<file path="src/rtl/apt_pkg.sv">
package apt_pkg;
  // Group encoding on act_group / drop_group.
  typedef enum logic {
    GRP_ZERO = 1'b0,
    GRP_ONE  = 1'b1
  } apt_group_e;

  localparam int APT_NUM_BANKS = 2;
endpackage

</file>
<file path="src/rtl/apt_lsb_find.sv">
module apt_lsb_find #(
  parameter int W     = 128,
  localparam int IDX_W = (W > 1) ? $clog2(W) : 1
) (
  input  logic [W-1:0]     vec,
  output logic             found,
  output logic [IDX_W-1:0] idx
);
  always_comb begin
    found = 1'b0;
    idx   = '0;
    for (int i = W - 1; i >= 0; i--) begin
      if (vec[i]) begin
        found = 1'b1;
        idx   = IDX_W'(i);
      end
    end
  end
endmodule

</file>
<file path="src/rtl/apt_level_map.sv">
module apt_level_map #(
  parameter int WORDS  = 4,
  parameter int WORD_W = 32,
  parameter int LVL_W  = 7,
  localparam int BITS   = WORDS * WORD_W,
  localparam int WIDX_W = $clog2(WORD_W)
) (
  input  logic             clk,
  input  logic             rst_n,
  input  logic             set_en,
  input  logic [LVL_W-1:0] set_lvl,
  input  logic             clr_en,
  output logic [BITS-1:0]  map_nxt
);
  logic [WIDX_W-1:0] bit_sel;
  logic [LVL_W-1:0]  word_sel;
  logic [WORDS:0]    below_empty;

  assign bit_sel = set_lvl[WIDX_W-1:0];

  generate
    if (LVL_W > WIDX_W) begin : g_multi
      assign word_sel = LVL_W'(set_lvl[LVL_W-1:WIDX_W]);
    end else begin : g_single
      assign word_sel = '0;
    end
  endgenerate

  assign below_empty[0] = 1'b1;

  for (genvar w = 0; w < WORDS; w++) begin : g_word
    logic [WORD_W-1:0] word_q;
    logic [WORD_W-1:0] word_d;

    assign below_empty[w+1] = below_empty[w] & (word_q == '0);

    always_comb begin
      word_d = word_q;
      if (clr_en && below_empty[w] && (word_q != '0))
        word_d = word_q & (word_q - WORD_W'(1));
      if (set_en && (word_sel == LVL_W'(w)))
        word_d = word_d | (WORD_W'(1) << bit_sel);
    end

    always_ff @(posedge clk) begin
      if (!rst_n) word_q <= '0;
      else        word_q <= word_d;
    end

    assign map_nxt[w*WORD_W +: WORD_W] = word_d;
  end
endmodule

</file>
<file path="src/rtl/apt_tracker.sv">
module apt_tracker #(
  parameter int PRIO_W       = 8,
  parameter int PHYS_MIN_BPR = 0,
  parameter int VIRT_MIN_BPR = 2,
  parameter int WORD_W       = 32
) (
  input  logic              clk,
  input  logic              rst_n,
  input  logic              act_valid,
  input  logic [PRIO_W-1:0] act_prio,
  input  logic              act_group,
  input  logic              act_virt,
  input  logic              drop_valid,
  input  logic              drop_group,
  input  logic              drop_virt,
  output logic [PRIO_W:0]   run_prio_phys,
  output logic [PRIO_W:0]   run_prio_virt
);
  import apt_pkg::*;

  localparam int RUN_W   = PRIO_W + 1;
  localparam int PLVL_W  = PRIO_W - PHYS_MIN_BPR - 1;
  localparam int VLVL_W  = PRIO_W - VIRT_MIN_BPR - 1;
  localparam int PWORDS  = ((1 << PLVL_W) + WORD_W - 1) / WORD_W;
  localparam int VWORDS  = ((1 << VLVL_W) + WORD_W - 1) / WORD_W;
  localparam int PBITS   = PWORDS * WORD_W;
  localparam int VBITS   = VWORDS * WORD_W;
  localparam int PIDX_W  = $clog2(PBITS);
  localparam int VIDX_W  = $clog2(VBITS);
  localparam logic [RUN_W-1:0] RUN_IDLE = RUN_W'(1) << PRIO_W;

  logic [PLVL_W-1:0] lvl_phys;
  logic [VLVL_W-1:0] lvl_virt;
  logic              drop_ok;
  logic [PBITS-1:0]  bank_nxt [APT_NUM_BANKS];
  logic [PBITS-1:0]  union_nxt;
  logic [VBITS-1:0]  vmap_nxt;
  logic              p_found, v_found;
  logic [PIDX_W-1:0] p_idx;
  logic [VIDX_W-1:0] v_idx;

  assign lvl_phys = PLVL_W'(act_prio >> (PHYS_MIN_BPR + 1));
  assign lvl_virt = VLVL_W'(act_prio >> (VIRT_MIN_BPR + 1));
  // An activate in the same cycle wins over a drop.
  assign drop_ok  = drop_valid & ~act_valid;

  for (genvar g = 0; g < APT_NUM_BANKS; g++) begin : g_bank
    apt_level_map #(
      .WORDS (PWORDS),
      .WORD_W(WORD_W),
      .LVL_W (PLVL_W)
    ) bank_i (
      .clk    (clk),
      .rst_n  (rst_n),
      .set_en (act_valid & ~act_virt & (act_group == apt_group_e'(g))),
      .set_lvl(lvl_phys),
      .clr_en (drop_ok & ~drop_virt & (drop_group == apt_group_e'(g))),
      .map_nxt(bank_nxt[g])
    );
  end

  apt_level_map #(
    .WORDS (VWORDS),
    .WORD_W(WORD_W),
    .LVL_W (VLVL_W)
  ) vmap_i (
    .clk    (clk),
    .rst_n  (rst_n),
    .set_en (act_valid & act_virt),
    .set_lvl(lvl_virt),
    .clr_en (drop_ok & drop_virt),
    .map_nxt(vmap_nxt)
  );

  assign union_nxt = bank_nxt[0] | bank_nxt[1];

  apt_lsb_find #(.W(PBITS)) p_find_i (
    .vec  (union_nxt),
    .found(p_found),
    .idx  (p_idx)
  );

  apt_lsb_find #(.W(VBITS)) v_find_i (
    .vec  (vmap_nxt),
    .found(v_found),
    .idx  (v_idx)
  );

  always_ff @(posedge clk) begin
    if (!rst_n) begin
      run_prio_phys <= RUN_IDLE;
      run_prio_virt <= RUN_IDLE;
    end else begin
      if (act_valid && !act_virt)
        run_prio_phys <= RUN_W'(act_prio);
      else if (drop_ok && !drop_virt)
        run_prio_phys <= p_found ? (RUN_W'(p_idx) << (PHYS_MIN_BPR + 1)) : RUN_IDLE;

      if (act_valid && act_virt)
        run_prio_virt <= RUN_W'(act_prio);
      else if (drop_ok && drop_virt)
        run_prio_virt <= v_found ? (RUN_W'(v_idx) << (VIRT_MIN_BPR + 1)) : RUN_IDLE;
    end
  end
endmodule

</file>
<file path="config.mk">
export PLATFORM = sky130hd
export DESIGN_NAME = apt_tracker
export DESIGN_NICKNAME = d
export VERILOG_FILES = /design/src/rtl/apt_pkg.sv /design/src/rtl/apt_lsb_find.sv /design/src/rtl/apt_level_map.sv /design/src/rtl/apt_tracker.sv
export SDC_FILE = /design/constraint.sdc
export NUM_CORES = 1
export LEC_CHECK = 0
export BUFFER_PORTS_ARGS = -buffer_cell sky130_fd_sc_hd__buf_4
export CAP_MARGIN = 20
export CORE_UTILIZATION = 35
export DETAILED_ROUTE_END_ITERATION = 6
export GPL_ROUTABILITY_DRIVEN = 0
export SYNTH_ARGS = -nofsm -noshare
export SYNTH_HDL_FRONTEND = slang
export SYNTH_HIERARCHICAL = 1
export SYNTH_SLANG_ARGS = --single-unit
</file>
<file path="constraint.sdc">
create_clock -name clk -period 6.76 [get_ports clk]
set_input_delay 0.338 -clock clk [delete_from_list [all_inputs] [get_ports clk]]
set_output_delay 0.338 -clock clk [all_outputs]
set_load 0.005 [all_outputs]
</file>
==> results of run 1 <==
## power groups by stage
stage,clock (W),sequential (W),combinational (W)
floorplan,0,0.00186,0.000211
global placement,0,0.00186,0.000341
detailed placement,0,0.00186,0.000344
CTS,0.00212,0.00182,0.000345
global route,0.00220,0.00182,0.000372
finish,0.00210,0.00182,0.000358
## critical path: stages, from the launching register on
cell and delay (ns):
dfxtp_1 0.35, or4_1 0.69, nor4_4 0.47, and3_1 0.56
o21ai_4 0.20, nor3_4 0.39, a31oi_1 0.19, or2_2 0.34
nor4_1 0.50, nand2_1 0.14, or3_1 0.47, nor3_1 0.29
nand4_1 0.29, nand2_1 0.14, nor2_1 0.12, a221o_1 0.38
## kinds of logic (layout without fill, tap and decap cells)
| family | after synthesis | after routing | share of synthesized area [%] |
|---|---|---|---|
| DFF | 306 | 306 | 31.2 |
| buffers and inverters | 179 | 196 | 3.76 |
| and+or+nand+nor | 1450 | 1450 | 41.6 |
| AOI/OAI and AO/OA | 677 | 677 | 23.5 |
| other | 0 | 2 | 0 |
## layer usage
| layer | vias up | global-route usage, % |
|---|---|---|
| met5 | - | 0 |
| met3 | 217 | 4.35 |
| met4 | 0 | 12.1 |
| li1 | 9676 | - |
| met1 | 9916 | 35.8 |
| met2 | 1264 | 40.5 |
## placed cells by master (no fill, tap or decap), drive strengths merged, types with 16 or more instances in the layout
| cell | netlist | routed |
|---|---|---|
| or2 | 163 | 163 |
| nor3 | 114 | 114 |
| or4 | 46 | 46 |
| o21a | 17 | 17 |
| and3 | 26 | 26 |
| nor2 | 337 | 337 |
| a2111oi | 16 | 16 |
| and2 | 158 | 158 |
| nand3 | 94 | 94 |
| dfxtp | 306 | 306 |
| a21oi | 140 | 140 |
| nor3b | 20 | 20 |
| nand2 | 245 | 245 |
| o2bb2ai | 16 | 16 |
| o31ai | 53 | 53 |
| buf | 17 | 62 |
| nor4 | 94 | 94 |
| a311oi | 18 | 18 |
| nand2b | 21 | 21 |
| o32ai | 18 | 18 |
| o41ai | 36 | 36 |
| nor2b | 16 | 16 |
| or3 | 37 | 37 |
| o21ai | 133 | 133 |
| a22o | 16 | 16 |
| a31oi | 72 | 72 |
| nand4 | 21 | 21 |
| a21boi | 19 | 19 |
| o22ai | 31 | 31 |
| inv | 67 | 69 |
| clkbuf | 94 | 55 |
## final cells by class
| type | count | area share [%] |
|---|---|---|
| Antenna cell | 2 | 0.0229 |
| Clock buffer | 54 | 5.04 |
| Clock inverter | 11 | 0.727 |
| Inverter | 68 | 1.17 |
| Multi-Input combinational cell | 2127 | 58.6 |
| Sequential cell | 306 | 28.0 |
| Tap cell | 748 | 4.28 |
| Timing Repair Buffer | 63 | 2.17 |
## worst paths after layout
kind | startpoint | endpoint | slack (ns) | depth (start not counted)
worst min register to register | g_bank[1].bank_i/g_word[2].word_q[20]$_SDFF_PN0_ | g_bank[1].bank_i/g_word[2].word_q[20]$_SDFF_PN0_ | 0.48 | 2
worst max register to register | g_bank[0].bank_i/g_word[2].word_q[23]$_SDFF_PN0_ | run_prio_phys[2]$_SDFFE_PN0P_ | 1.11 | 15
worst min-delay path | act_prio[0] | run_prio_phys[0]$_SDFFE_PN0P_ | 0.04 | 3
worst max-delay path | g_bank[0].bank_i/g_word[2].word_q[23]$_SDFF_PN0_ | run_prio_phys[2]$_SDFFE_PN0P_ | 1.11 | 15
## stage by stage
| step | cell area [sq um] | total power (W) | util (%) | worst slack, ns | hold slack [ns] |
|---|---|---|---|---|---|
| 6_report | 21900 | 0.00428 | 39.5 | 1.11 | 0.0367 |
| 5_1_grt | 21800 | 0.00439 | 39.5 | 0.824 | 0.0833 |
| 4_1_cts | 21800 | 0.00429 | 39.5 | 1.23 | 0.0206 |
| 3_5_place_dp | 20600 | 0.00221 | 37.2 | 0.889 | 0.477 |
| 3_3_place_gp | 20600 | 0.00220 | 37.2 | 0.950 | 0.469 |
| 2_1_floorplan | 19700 | 0.00207 | - | 2.17 | 0.450 |
## flip-flops by register name (all words and copies together) (netlist names)
name / flops
g_bank.bank_i/g_word.word_q: 256
run_prio_phys: 9
run_prio_virt: 9
vmap_i/g_word.word_q: 32
==> impl_metrics.tcl, run 1 <==
set metrics [dict create \
    status "completed" \
    cts_setup_buffers 0 \
    drc 0 \
    rows 86 \
    numClockSinks 306 \
    fin_skew_ns 0.0251 \
    p_sw_w 0.00111 \
    min_path_type "input port to flop" \
    synth_seq_cells 306 \
    slew_viol_final 0 \
    dp_cells 3311 \
    worst_slew_pin_slew_ns 1.05 \
    syn_nets 2628 \
    die_y_microns 239 \
    htreeDepth 2 \
    clock_power_share_pct 49.0 \
    power.leakage_nw 8.91 \
    dieWidth_microns 239 \
    seqPwrFrac_pct 42.6 \
    synth-edff-count 0 \
    grt_overflow 0 \
    ios 34 \
    synth.largest_area_cell "dfxtp_1" \
    avgSynthCellArea_sq_um 7.53 \
    antenna_found_initial 6 \
    cts_buffers 38 \
    yosysTopAreaCellShare_pct 31.2 \
    p_int_w 0.00317 \
    start_util_pct 35.6 \
    avgRoutedWirePerCell_microns 22.8 \
    area_delta_synth_final_pct 11.1 \
    ys_async_sr_fraction_pct 0 \
    first_pass_iters 6 \
    start_kind "flop" \
    gr-usage-all-layers_pct 26.3 \
    clk_latency_ns 0.58 \
    worst_ep_required_time_ns 7.22 \
    met1_length_mm 32.3 \
    cp.arrival_ns 6.11 \
    highest_layer "met4" \
    fin_crit_ns 5.65 \
    timing.fmax_mhz 177 \
    ctsResizeCount 0 \
    synth-main-ff-cell "dfxtp_1" \
    syn_inst 2612 \
    final_nets 2620 \
    yosysMostFrequentCell "nor2_1" \
    vias_per_cell 6.24 \
    rsz0062_at_grt "no" \
    port_buffers 33 \
    cts_tree "done" \
    min_period_over_period_pct 83.6 \
    regArea_sq_mm 0.00613 \
    ys_seq_area_share_pct 31.2 \
    grt_pass1_wl_mm 114 \
    clock_tree.root_cell "clkbuf_16" \
    yosysWarnings 6 \
    sw_frac_of_total_pct 26.0 \
    hpwl_mm 59.1 \
    netlist_area_sq_mm 0.0197 \
    hold_viol_final 0 \
    setup_viol 0 \
    clk_pin_slew_ns 0.06 \
    synth_cell_type_count 93 \
    p_per_area_mw_per_mm2 196 \
    fin_tns_setup_ns 0 \
    drt_iter0_markers 3143 \
    fp.dieArea_sq_mm 0.0571 \
    slew_headroom_pct 29.5 \
    grt_max_degree 100 \
    fillers 5755 \
    ctsLongestPathBuffers 3 \
    crit_fanout 12 \
    critPathKind "flop to flop" \
    grt_pass1_vias 18900 \
    final_layout_size_suffix_gt1_share_pct 13.8 \
    core-area_sq_mm 0.0553 \
    wl_mm 77.1 \
    num_vias 21100 \
    routed-wl-met3_mm 8.01 \
    p_comb_share_pct 8.4 \
    cap_violations 0 \
    finalNonFillerCells 3379 \
    synth_commonest_cells "nor2_1, dfxtp_1, nand2_1, and2_1, or2_2" \
    multi_input_area_sq_mm 0.0128 \
    ir_drop_mv 0.155 \
    cts-hold-fix-buffers 0 \
    wl_met2_mm 33.2 \
    synthTopCellsByArea "dfxtp_1, nor2_1, and2_1" \
    drtAntennaViolNets 0 \
    crit_path_end_kind "flop" \
]
Note: power is estimated with default switching activity, not from simulation.
==> run 2: changes to the inputs <==
- clock period: 6.76 -> 4.75 ns (I/O delays scaled with it)
==> run 2 against run 1 <==
  * The flow now finishes with violations (negative setup slack)
  * Sequential cell count unchanged
  * Global-route usage up 1.8 points
  * Power up 49%
  * Fmax up 19%
  * Routed wire length up 8.5%
  * Combinational power up 78%
  * Non-clock buffer count up 430
  * Critical path depth up 3
==> impl_metrics.tcl, run 2 (synthesis results as in run 1) <==
set metrics [dict create \
    clk_pin_slew_ns 0.06 \
    hpwl_mm 63.9 \
    final_common_cell "buf_4" \
    post_dp_cell_area_sq_mm 0.0234 \
    dp_cells 3688 \
    rows 86 \
    min_path_type "input port to flop" \
    core-area_sq_mm 0.0553 \
    grt_max_degree 110 \
    grt_pass1_vias 21200 \
    grt_pass1_wl_mm 123 \
    worst_slew_pin_slew_ns 0.936 \
    fp.dieArea_sq_mm 0.0571 \
    ir_drop_mv 0.198 \
    num_vias 23200 \
    critPathBufInv 3 \
    critical-path-max-stage-delay_ns 0.55 \
    fin_crit_ns 4.76 \
    vias_per_cell 6.09 \
    largest_reg_flops 256 \
    htreeDepth 2 \
    setup_viol 2 \
    gr-usage-all-layers_pct 28.1 \
    met1_length_mm 34.6 \
    power.leakage_nw 11.2 \
    top_register "g_bank.bank_i/g_word.word_q" \
    fillers 5417 \
    p_per_area_mw_per_mm2 246 \
    layout_common_cells "buf_4, nor2_1, dfxtp_1" \
    wl_met2_mm 35.8 \
    first_pass_iters 6 \
    crit_path_end_kind "flop" \
    worst_ep_required_time_ns 5.21 \
    start_util_pct 35.6 \
    antenna_found_initial 8 \
    crit_chain "or4_4 > or4b_4 > nor2_8 > buf_8 > nand3_4 > buf_6 > o41ai_4 > nand2_1 > or2_4 > nor4_4 > buf_4 > nand3_4 > or3_4 > nor3_4 > nand4_1 > nand2_2 > nor2_4 > a221o_1" \
    numClockSinks 306 \
    hold_viol_final 0 \
    clock_tree.root_cell "clkbuf_16" \
    critPathSlowestCell "or4b_4" \
    critPathMostFrequentCell "nand3_4" \
    highest_layer "met5" \
    routed-wl-met3_mm 8.92 \
    cap_violations 0 \
    cts_tree "done" \
    violations "negative setup slack" \
    final_layout_size_suffix_gt1_share_pct 28.5 \
    final_cell_area_sq_mm 0.0260 \
    ctsLongestPathBuffers 3 \
    finalWorstSetupSlack_ns -0.00982 \
    port_buffers 33 \
    cp.arrival_ns 5.22 \
    status "finished with violations" \
    ios 34 \
    cts_buffers 39 \
    clk_latency_ns 0.58 \
    drtAntennaViolNets 0 \
    drc 0 \
    dp_slack_ns -0.385 \
    crit_fanout 8 \
    die_y_microns 239 \
    finalNonFillerCells 3815 \
    critPathKind "flop to flop" \
    slew_viol_final 0 \
    rsz0062_at_grt "yes" \
    slew_headroom_pct 37.5 \
    holdWs_ns 0.112 \
    min_period_over_period_pct 100 \
    reg_top3 "g_bank.bank_i/g_word.word_q (256), vmap_i/g_word.word_q (32)" \
    area_delta_synth_final_pct 32.0 \
    start_kind "flop" \
    fin_skew_ns 0.0297 \
    drt_iter0_markers 3273 \
    grt_overflow 0 \
    dieWidth_microns 239 \
    fin_tns_setup_ns -0.0119 \
    timing.fmax_mhz 210 \
    avgRoutedWirePerCell_microns 21.9 \
    final_nets 3051 \
    wl_mm 83.6 \
    critPathTopFamily "simple AND/OR/NAND/NOR gates" \
]
## run 2: area by class of cell
class / count / area [sq um] / area share, %
antenna: 2 / 5.00 / 0.0193
tap: 748 / 936 / 3.60
clock buffer: 58 / 1210 / 4.66
sequential: 306 / 6130 / 23.6
inverter: 68 / 255 / 0.983
clock inverter: 13 / 159 / 0.612
multi-input combinational: 2127 / 13500 / 52.0
timing repair buffer: 493 / 3780 / 14.6
## run 2: path summary, 6_finish.rpt
kind                                               startpoint                                               end  slack (ns)  cells after the start
min                                               act_prio[2]                     run_prio_virt[2]$_SDFFE_PN0P_        0.11                      3
max reg2reg  g_bank[0].bank_i/g_word[1].word_q[20]$_SDFF_PN0_                     run_prio_phys[6]$_SDFFE_PN0P_       -0.01                     18
min reg2reg  g_bank[1].bank_i/g_word[2].word_q[20]$_SDFF_PN0_  g_bank[1].bank_i/g_word[2].word_q[20]$_SDFF_PN0_        0.48                      2
max          g_bank[0].bank_i/g_word[1].word_q[20]$_SDFF_PN0_                     run_prio_phys[6]$_SDFFE_PN0P_       -0.01                     18
## run 2: power breakdown
part	switching [W]	internal, W
clock network	0.00122	0.00192
logic	0.000400	0.000237
registers	0.0000118	0.00258
total	0.00163	0.00474
## run 2: per-stage QoR
step                      utilization (%)  total power [W]
final                                46.9          0.00638
after global routing                 46.9          0.00654
after CTS                            45.8          0.00637
after detailed placement             42.4          0.00322
after global placement               42.4          0.00322
after floorplan                         -          0.00295
## run 2: repair_timing
item,4_1_cts,5_1_grt
pin swaps,36,39
hold buffers,1,0
buffers inserted,33,21
hold endpoints to repair,2,0
setup endpoints to repair,8,8
gates resized for setup,54,88
## run 2: tightest hold or removal path: cells and delay by family
kind                   cells  cell delay, ns
buffers and inverters      1            0.22
and+or+nand+nor            1            0.09
AOI/OAI and AO/OA          1            0.07
## run 2: per-layer routing
layer / GRT usage (%) / vias up
met5: 0 / -
met4: 14.0 / 4
met3: 4.53 / 267
met2: 43.2 / 1416
met1: 37.9 / 11000
li1: - / 10600
